==> config.mk <==
export PLATFORM = sky130hd
export DESIGN_NAME = cam_capture
export DESIGN_NICKNAME = d
export VERILOG_FILES = /design/src/rtl/cam_capture.sv
export SDC_FILE = /design/constraint.sdc
export NUM_CORES = 1
export LEC_CHECK = 0
export ABC_AREA = 1
export BUFFER_PORTS_ARGS = -buffer_cell sky130_fd_sc_hd__buf_4
export CORE_ASPECT_RATIO = 0.9
export CORE_MARGIN = 3
export CORE_UTILIZATION = 54
export CTS_CLUSTER_DIAMETER = 80
export DETAILED_ROUTE_END_ITERATION = 16
export GPL_ROUTABILITY_DRIVEN = 1
export PLACE_DENSITY = 0.77
export SYNTH_ARGS = -nofsm -noshare
export SYNTH_HDL_FRONTEND = slang
export SYNTH_SLANG_ARGS = --single-unit
==> constraint.sdc <==
create_clock -name clk -period 4.4 [get_ports clk]
set_input_delay 0.88 -clock clk [delete_from_list [all_inputs] [get_ports clk]]
set_output_delay 0.88 -clock clk [all_outputs]
set_load 0.03 [all_outputs]
==> src/rtl/cam_capture.sv <==
`timescale 1ns/1ps
module cam_capture #(
  parameter int RAW_W   = 10,
  parameter int COORD_W = 16,
  parameter int WCNT_W  = 16
) (
  input  logic             clk,
  input  logic             rst_n,
  input  logic [RAW_W-1:0] pix_data,
  input  logic             line_sync,
  input  logic             frame_sync,
  input  logic             cfg_we,
  input  logic [2:0]       cfg_addr,
  input  logic [31:0]      cfg_wdata,
  output logic [31:0]      cfg_rdata,
  output logic             word_valid,
  input  logic             word_ready,
  output logic [31:0]      word_data
);
  localparam logic [2:0] A_CTRL = 3'd0, A_STAT = 3'd1, A_ORG = 3'd2, A_SIZE = 3'd3, A_LIM = 3'd4;

  logic en, cont, skip, lpol, fpol;
  logic [COORD_W-1:0] x0, y0, w, h, col, row;
  logic [WCNT_W-1:0] limit, wcnt;
  logic st_done, st_ovr, st_part;
  logic capt, line_q, frame_q;
  logic [1:0] bidx;
  logic [23:0] pack;

  logic line_act, frame_act, f_start, f_end, take, live;
  logic [COORD_W-1:0] cur_row, rel_col, rel_row;
  logic col_ok, row_ok, skip_ok, accept, complete, pending, emit, drop, fin;
  logic [7:0] byte_in;
  logic stat_wr;
  logic sink_unused;

  assign line_act  = lpol ? line_sync  : ~line_sync;
  assign frame_act = fpol ? frame_sync : ~frame_sync;
  assign f_start   = frame_act & ~frame_q;
  assign f_end     = ~frame_act & frame_q;
  assign take      = en & f_start;
  assign live      = capt | take;
  assign fin       = capt & f_end;

  assign cur_row = take ? '0 : row;
  assign rel_col = col - x0;
  assign rel_row = cur_row - y0;
  assign col_ok  = (col >= x0) && (rel_col < w);
  assign row_ok  = (cur_row >= y0) && (rel_row < h);
  assign skip_ok = ~skip | ~rel_col[0];
  assign accept  = live & frame_act & line_act & col_ok & row_ok & skip_ok;

  assign byte_in  = pix_data[RAW_W-1 -: 8];
  assign complete = accept & (bidx == 2'd3);
  assign pending  = word_valid & ~word_ready;
  assign emit     = complete & ~pending & (wcnt != limit);
  assign drop     = complete & ~emit;
  assign stat_wr  = cfg_we & (cfg_addr == A_STAT);
  assign sink_unused = ^pix_data[RAW_W-9:0];

  always_ff @(posedge clk) begin
    if (!rst_n) begin
      line_q <= 1'b0;
      frame_q <= 1'b0;
      col <= '0;
      row <= '0;
      capt <= 1'b0;
      bidx <= '0;
      pack <= '0;
      wcnt <= '0;
    end else begin
      line_q  <= line_act;
      frame_q <= frame_act;
      col     <= line_act ? col + 1'b1 : '0;
      if (f_start)                row <= '0;
      else if (line_q & ~line_act) row <= row + 1'b1;
      if (f_end)     capt <= 1'b0;
      else if (take) capt <= 1'b1;
      if (fin)         bidx <= '0;
      else if (accept) bidx <= bidx + 1'b1;
      if (accept) pack[8*bidx +: 8] <= byte_in;
      if (take)      wcnt <= '0;
      else if (emit) wcnt <= wcnt + 1'b1;
    end
  end

  always_ff @(posedge clk) begin
    if (!rst_n) begin
      word_valid <= 1'b0;
      word_data  <= '0;
    end else if (emit) begin
      word_valid <= 1'b1;
      word_data  <= {byte_in, pack};
    end else if (word_ready) begin
      word_valid <= 1'b0;
    end
  end

  always_ff @(posedge clk) begin
    if (!rst_n) begin
      {fpol, lpol, skip, cont, en} <= '0;
      x0 <= '0; y0 <= '0; w <= '0; h <= '0;
      limit <= '1;
      st_done <= 1'b0; st_ovr <= 1'b0; st_part <= 1'b0;
    end else begin
      if (cfg_we && cfg_addr == A_CTRL) {fpol, lpol, skip, cont, en} <= cfg_wdata[4:0];
      if (cfg_we && cfg_addr == A_ORG) begin
        x0 <= cfg_wdata[COORD_W-1:0];
        y0 <= cfg_wdata[16 +: COORD_W];
      end
      if (cfg_we && cfg_addr == A_SIZE) begin
        w <= cfg_wdata[COORD_W-1:0];
        h <= cfg_wdata[16 +: COORD_W];
      end
      if (cfg_we && cfg_addr == A_LIM) limit <= cfg_wdata[WCNT_W-1:0];
      if (fin && !cont) en <= 1'b0;
      st_done <= (st_done & ~(stat_wr & cfg_wdata[0])) | fin;
      st_ovr  <= (st_ovr  & ~(stat_wr & cfg_wdata[1])) | drop;
      st_part <= (st_part & ~(stat_wr & cfg_wdata[2])) | (fin & (bidx != 2'd0));
    end
  end

  always_comb begin
    cfg_rdata = '0;
    case (cfg_addr)
      A_CTRL: cfg_rdata[4:0] = {fpol, lpol, skip, cont, en};
      A_STAT: cfg_rdata[2:0] = {st_part, st_ovr, st_done};
      A_ORG:  begin cfg_rdata[COORD_W-1:0] = x0; cfg_rdata[16 +: COORD_W] = y0; end
      A_SIZE: begin cfg_rdata[COORD_W-1:0] = w;  cfg_rdata[16 +: COORD_W] = h;  end
      A_LIM:  cfg_rdata[WCNT_W-1:0] = limit;
      default: cfg_rdata = '0;
    endcase
  end
endmodule

**Yosys cells after proc, flatten, opt, wreduce, memory -nomap -nowiden**

Cells that the tools add are included.

- Output and inout bits: 65
- Flip-flop bits (word level): 198
- Bits of input ports: 51

- Reduce and logical (&&, ||, !) cells: 17
- Equal/unequal tests: 6
- $lt $le $gt $ge: 4
- Bitwise gates (word level): 42
- Shift-type cells: 2
- Multiplexer cells: 10
- $add $sub $neg: 7

Operators with widths:

| cell | number |
|---|---|
| adder 16 x 1 -> 16 bit, second input constant | 3 |
| negation 5 -> 34 bit | 1 |
| variable shift 8 x 34 -> 24 bit, first input constant | 1 |
| indexed part select 8 x 34 -> 24 bit | 1 |
| case mux 11 bit (3 select lines) | 1 |
| >= comparator 16 bit | 2 |
| less-than comparator 16 bit | 2 |
| case mux 16 bit (2 select lines) | 1 |
| subtractor 16 bit | 2 |
| bitwise mux 24 bit | 1 |
| AND 1 bit | 23 |
| 2-to-1 mux 16 bit | 1 |
| != test 16 bit | 1 |
| case mux 3 bit (5 select lines) | 1 |
| inverter 1 bit | 14 |
| OR reduction 2 bit | 5 |
| case mux 2 bit (4 select lines) | 1 |
| logical AND 1 bit | 7 |
| equality test 3 x 2 -> 1 bit, second input constant | 2 |
| bitwise OR 1 bit | 5 |
| 2-to-1 mux 1 bit | 4 |
| nonzero test 2 bit | 2 |
| equality test 3 x 1 -> 1 bit, second input constant | 1 |
| equality test 3 bit, second input constant | 1 |
| 5 further kinds | 5 |

**Logic depth before layout (Yosys ltp)**

- Depth after elaboration: 16
- Mapped depth: 31

**Worst setup path after synthesis**

Ideal clock, no wire load.

- Kind: input to register
- Start point: input frame_sync
- End point: register pack[16]
- Slack: -0.174 ns
- Data arrival time: 4.442 ns
- Stages: 28
- Path buffers: 2
- Cells stage by stage: inv_1 > nand2_1 > nand2_2 > nand3_2 > clkbuf_1 > nand2_1 > ha_1 > inv_1 > fa_1 > nand3_1 > nand2_1 > nand2_1 > nand2_1 > a21boi_0 > o21bai_1 > a21oi_1 > xor2_1 > ha_1 > nand2_1 > o21bai_1 > nand2_1 > a21oi_1 > nand2_1 > a21oi_2 > nand2_1 > clkbuf_1 > o21ai_0 > a21oi_1

- Longest elaborated chain between the ends: 10

RTL lines:

| what | RTL line | source |
|---|---|---|
| start, declared | 11 | `input logic frame_sync,` |
| inverter 1 bit | 38 | `assign frame_act = fpol ? frame_sync : ~frame_sync;` |
| 2-to-1 mux 1 bit * | 38 |  |
| AND 1 bit | 39 | `assign f_start = frame_act & ~frame_q;` |
| AND 1 bit | 41 | `assign take = en & f_start;` |
| 2-to-1 mux 16 bit / bitwise OR 1 bit (equally long branches) | 45, 42 |  |
| subtractor 16 bit / AND 1 bit (equally long branches) | 47, 51 |  |
| less-than comparator 16 bit / AND 1 bit (equally long branches) | 49, 51 |  |
| logical AND 1 bit / AND 1 bit (equally long branches) | 49, 51 |  |
| AND 1 bit * (2 in series) | 51 | `assign accept = live & frame_act & line_act & col_ok & row_ok & skip_ok;` |
| end signal, assigned by index | 81 | `if (accept) pack[8*bidx +: 8] <= byte_in;` |
| end, declared | 28 | `logic [23:0] pack;` |

Mark *: on every way between the ends. The rest lies on a longest branch, timed or not.
A chain may end at the register's enable or synchronous reset.

**Worst setup path after layout**

- Start point: input frame_sync
- End point: register wcnt[3]

- Longest elaborated chain between the ends: 13

RTL lines:

| what | RTL line | source |
|---|---|---|
| inverter 1 bit | 38 |  |
| 2-to-1 mux 1 bit * | 38 |  |
| AND 1 bit | 39 |  |
| AND 1 bit | 41 |  |
| 2-to-1 mux 16 bit / bitwise OR 1 bit (equally long branches) | 45, 42 |  |
| subtractor 16 bit / AND 1 bit (equally long branches) | 47, 51 |  |
| less-than comparator 16 bit / AND 1 bit (equally long branches) | 49, 51 |  |
| logical AND 1 bit / AND 1 bit (equally long branches) | 49, 51 |  |
| AND 1 bit (2 in series) | 51 |  |
| AND 1 bit | 54 | `assign complete = accept & (bidx == 2'd3);` |
| AND 1 bit (2 in series) | 56 | `assign emit = complete & ~pending & (wcnt != limit);` |
| end signal, assigned | 83 | `else if (emit) wcnt <= wcnt + 1'b1;` |
| end, declared | 24 | `logic [WCNT_W-1:0] limit, wcnt;` |

Marked as above.

==> results.ini <==
[synthesis]
yosys.cell_types.count = 44
synth_edf_count = 0
async_flop_share_pct = 0
synthAdderAreaFrac_pct = 8.56
dominantRegCellSynth = dfxtp_1
yosys.area_share.simple_pct = 21.9
synth_compound_area_share_pct = 18.6
syn_nets = 1637
ys_seq_elements = 198
synth_cells = 1514
synth_area_sq_um = 10700
yosysWarnings = 0
ys_seq_area_share_pct = 37.0
synth_area_per_cell_sq_um = 7.07
synth_top_family_by_area = simple AND/OR/NAND/NOR gates
synth_xor_area_share_pct = 4.91
synthMuxAreaShare_pct = 0

[global_routing]
grt_max_degree = 65
first_global_vias = 9335
grt_pass1_wl_mm = 45.4
track_usage_pct = 25.4
antenna_found_initial = 1
overflow = 0

[timing]
worst_slew_pin_slew_ps = 1110
rsz0062_at_grt = yes
whs_ps = 459
slew_viol_final = 0
relSlewSlack_pct = 25.6
report.final.hold_viol_count = 0
fin_crit_ps = 4270
setup_viol = 0
timing.final.crit_share_pct = 97.1
skew_ps = 15.0
clock.fmax_mhz = 234

[drt]
drc_errors = 0
drt_iter0_drc = 727
drtPass1Iterations = 6
vias = 10300
wire_per_inst_um = 15.0
ant_nets = 0
vias_per_cell = 5.38
wirelength_mm = 28.8

[final_layout]
final_common_cell = nand2_1
antenna_cells = 0
final_util_pct = 67.1
syn_to_final_growth_pct = 21.2
layout_common_cells = 339 x nand2_1, 198 x dfxtp_1, 195 x inv_1
nets = 1772
layout-drive-gt1-share_pct = 14.9

[place]
gp_congestion = 0.928
dpl.hpwl_mm = 20.8
io_buffers = 113

[floorplanning]
die_h_um = 140
ioPinCount = 116
core_area_sq_um = 19300
core.rowCount = 48
start_util_pct = 55.3
die_area_sq_um = 21500
die_x_um = 154

[critical_path]
cp_top_family = simple AND/OR/NAND/NOR gates
crit_type = input pin to flip-flop
end_kind = flip-flop
slowest_stage = ha_1
cp_data_arrival_time_ps = 4640
r2r_slack_ps = 300
path_buf_inv = 9
cp_slowest_stage_delay_ps = 280
startpoint_type = input pin
cp.required_ps = 4770
cp_common_cell = nand2_1
cp_max_fo = 8

[power_and_ir_drop]
p_sw_mw = 1.24
power.density_nw_per_um2 = 317
vdd_ir_drop_max_v = 0.000271
p_int_mw = 2.87
sequentialPowerShare_pct = 44.7
pwr-share-clk_pct = 39.4
combPwrFrac_pct = 15.9
switching_share_pct = 30.1
p_leak_nw = 5.55

[cts]
cts_tree = built
clock_path_buffers = 2
insertion_delay_ps = 450
cts-buffers-inserted = 17
cts-root-buf = clkbuf_16
clock-sinks = 198
clk_pin_slew_ps = 90
htreeDepth = 4

[worst_hold_path]
hp-class = flip-flop to flip-flop

[flow_run]
maxCapViolCount = 0

[run_status]
outcome = finished clean

## worst paths after layout
path | from | endpoint | cells after the start
setup reg to reg | fpol | wcnt[3] | 29
setup / recovery | frame_sync | wcnt[3] | 30
hold reg to reg | pack[9] | word_data[9] | 2
hold / removal | pack[9] | word_data[9] | 2
## cells by family after synthesis
group,count (synthesis)
buffers and inverters,252
adder cells (fa/ha/maj),72
AO/OA/AOI/OAI,365
AND/OR/NAND/NOR,567
flip-flops,198
XOR/XNOR,60
## routing by layer
layer	part of all wire (%)	wire length [um]	global-route usage, %
met1	47	13600	35.8
met2	45	12900	39.7
met3	5.6	1620	4.48
met4	2.2	646	7.90
met5	0.070	20	0
## timing repair
item,CTS,global route
setup buffers,0,6
hold buffers,0,0
endpoints found under the setup margin,0,76
resized for setup,0,33
## power by group through the flow
stage	Sequential (mW)	Combinational (mW)	Clock [mW]
2_1_floorplan	1.87	0.413	0
3_3_place_gp	1.88	0.598	0
3_5_place_dp	1.88	0.610	0
4_1_cts	1.83	0.623	1.63
5_1_grt	1.84	0.727	1.70
6_report	1.84	0.652	1.62
## synthesized netlist by cell type, drive strengths merged (2+ instances only)
master | count | area, sq um
o211ai | 10 | 75.1
xor2 | 35 | 307
nor2 | 109 | 427
a211oi | 3 | 22.5
o2111ai | 2 | 17.5
nor4 | 5 | 31.3
nor3b | 4 | 30.0
xnor2 | 25 | 219
a21oi | 190 | 955
o22ai | 18 | 113
inv | 196 | 736
clkinv | 2 | 7.51
nor3 | 15 | 75.1
buf | 10 | 57.6
a31oi | 5 | 31.3
o221ai | 12 | 105
o21ai | 109 | 546
dfxtp | 198 | 3960
a221oi | 3 | 26.3
ha | 70 | 876
o21bai | 7 | 52.6
clkbuf | 44 | 165
o21a | 3 | 22.5
nand2 | 349 | 1310
nand4 | 10 | 62.6
fa | 2 | 40.0
or2 | 9 | 56.3
nand3 | 63 | 320
## per-stage QoR
step	std cells	setup TNS, ps	setup slack [ps]	instance area [sq um]	power [mW]
finish	1912	0	126	13000	4.11
global route	1912	-3530	-116	13000	4.27
CTS	1902	0	111	12700	4.09
detailed placement	1870	-24840	-372	12000	2.49
global placement	1870	-21220	-310	12000	2.47
floorplan	1514	0	3.05	10700	2.29
## cell type report
type                    instances  area [sq um]
repair buffers                170          1380
clock inverters                15           193
clock buffers                  17           425
well taps                     250           313
flip-flops and latches        198          3960
fillers                      1643          6370
multi-input cells            1064          5950
inverters                     198           743
## tightest hold or removal path, cell delays in order (launching register included)
cell and delay [ps]:
dfxtp_1 310, nand2_1 60, a21oi_1 50
## flip-flops by register name (all words and copies together) (netlist names), 2 cells and up
| register | cells |
|---|---|
| x0 | 16 |
| limit | 16 |
| wcnt | 16 |
| bidx | 2 |
| y0 | 16 |
| pack | 24 |
| w | 16 |
| row | 16 |
| col | 16 |
| word_data | 32 |
| h | 16 |
Note: power is estimated with default switching activity, not from simulation.
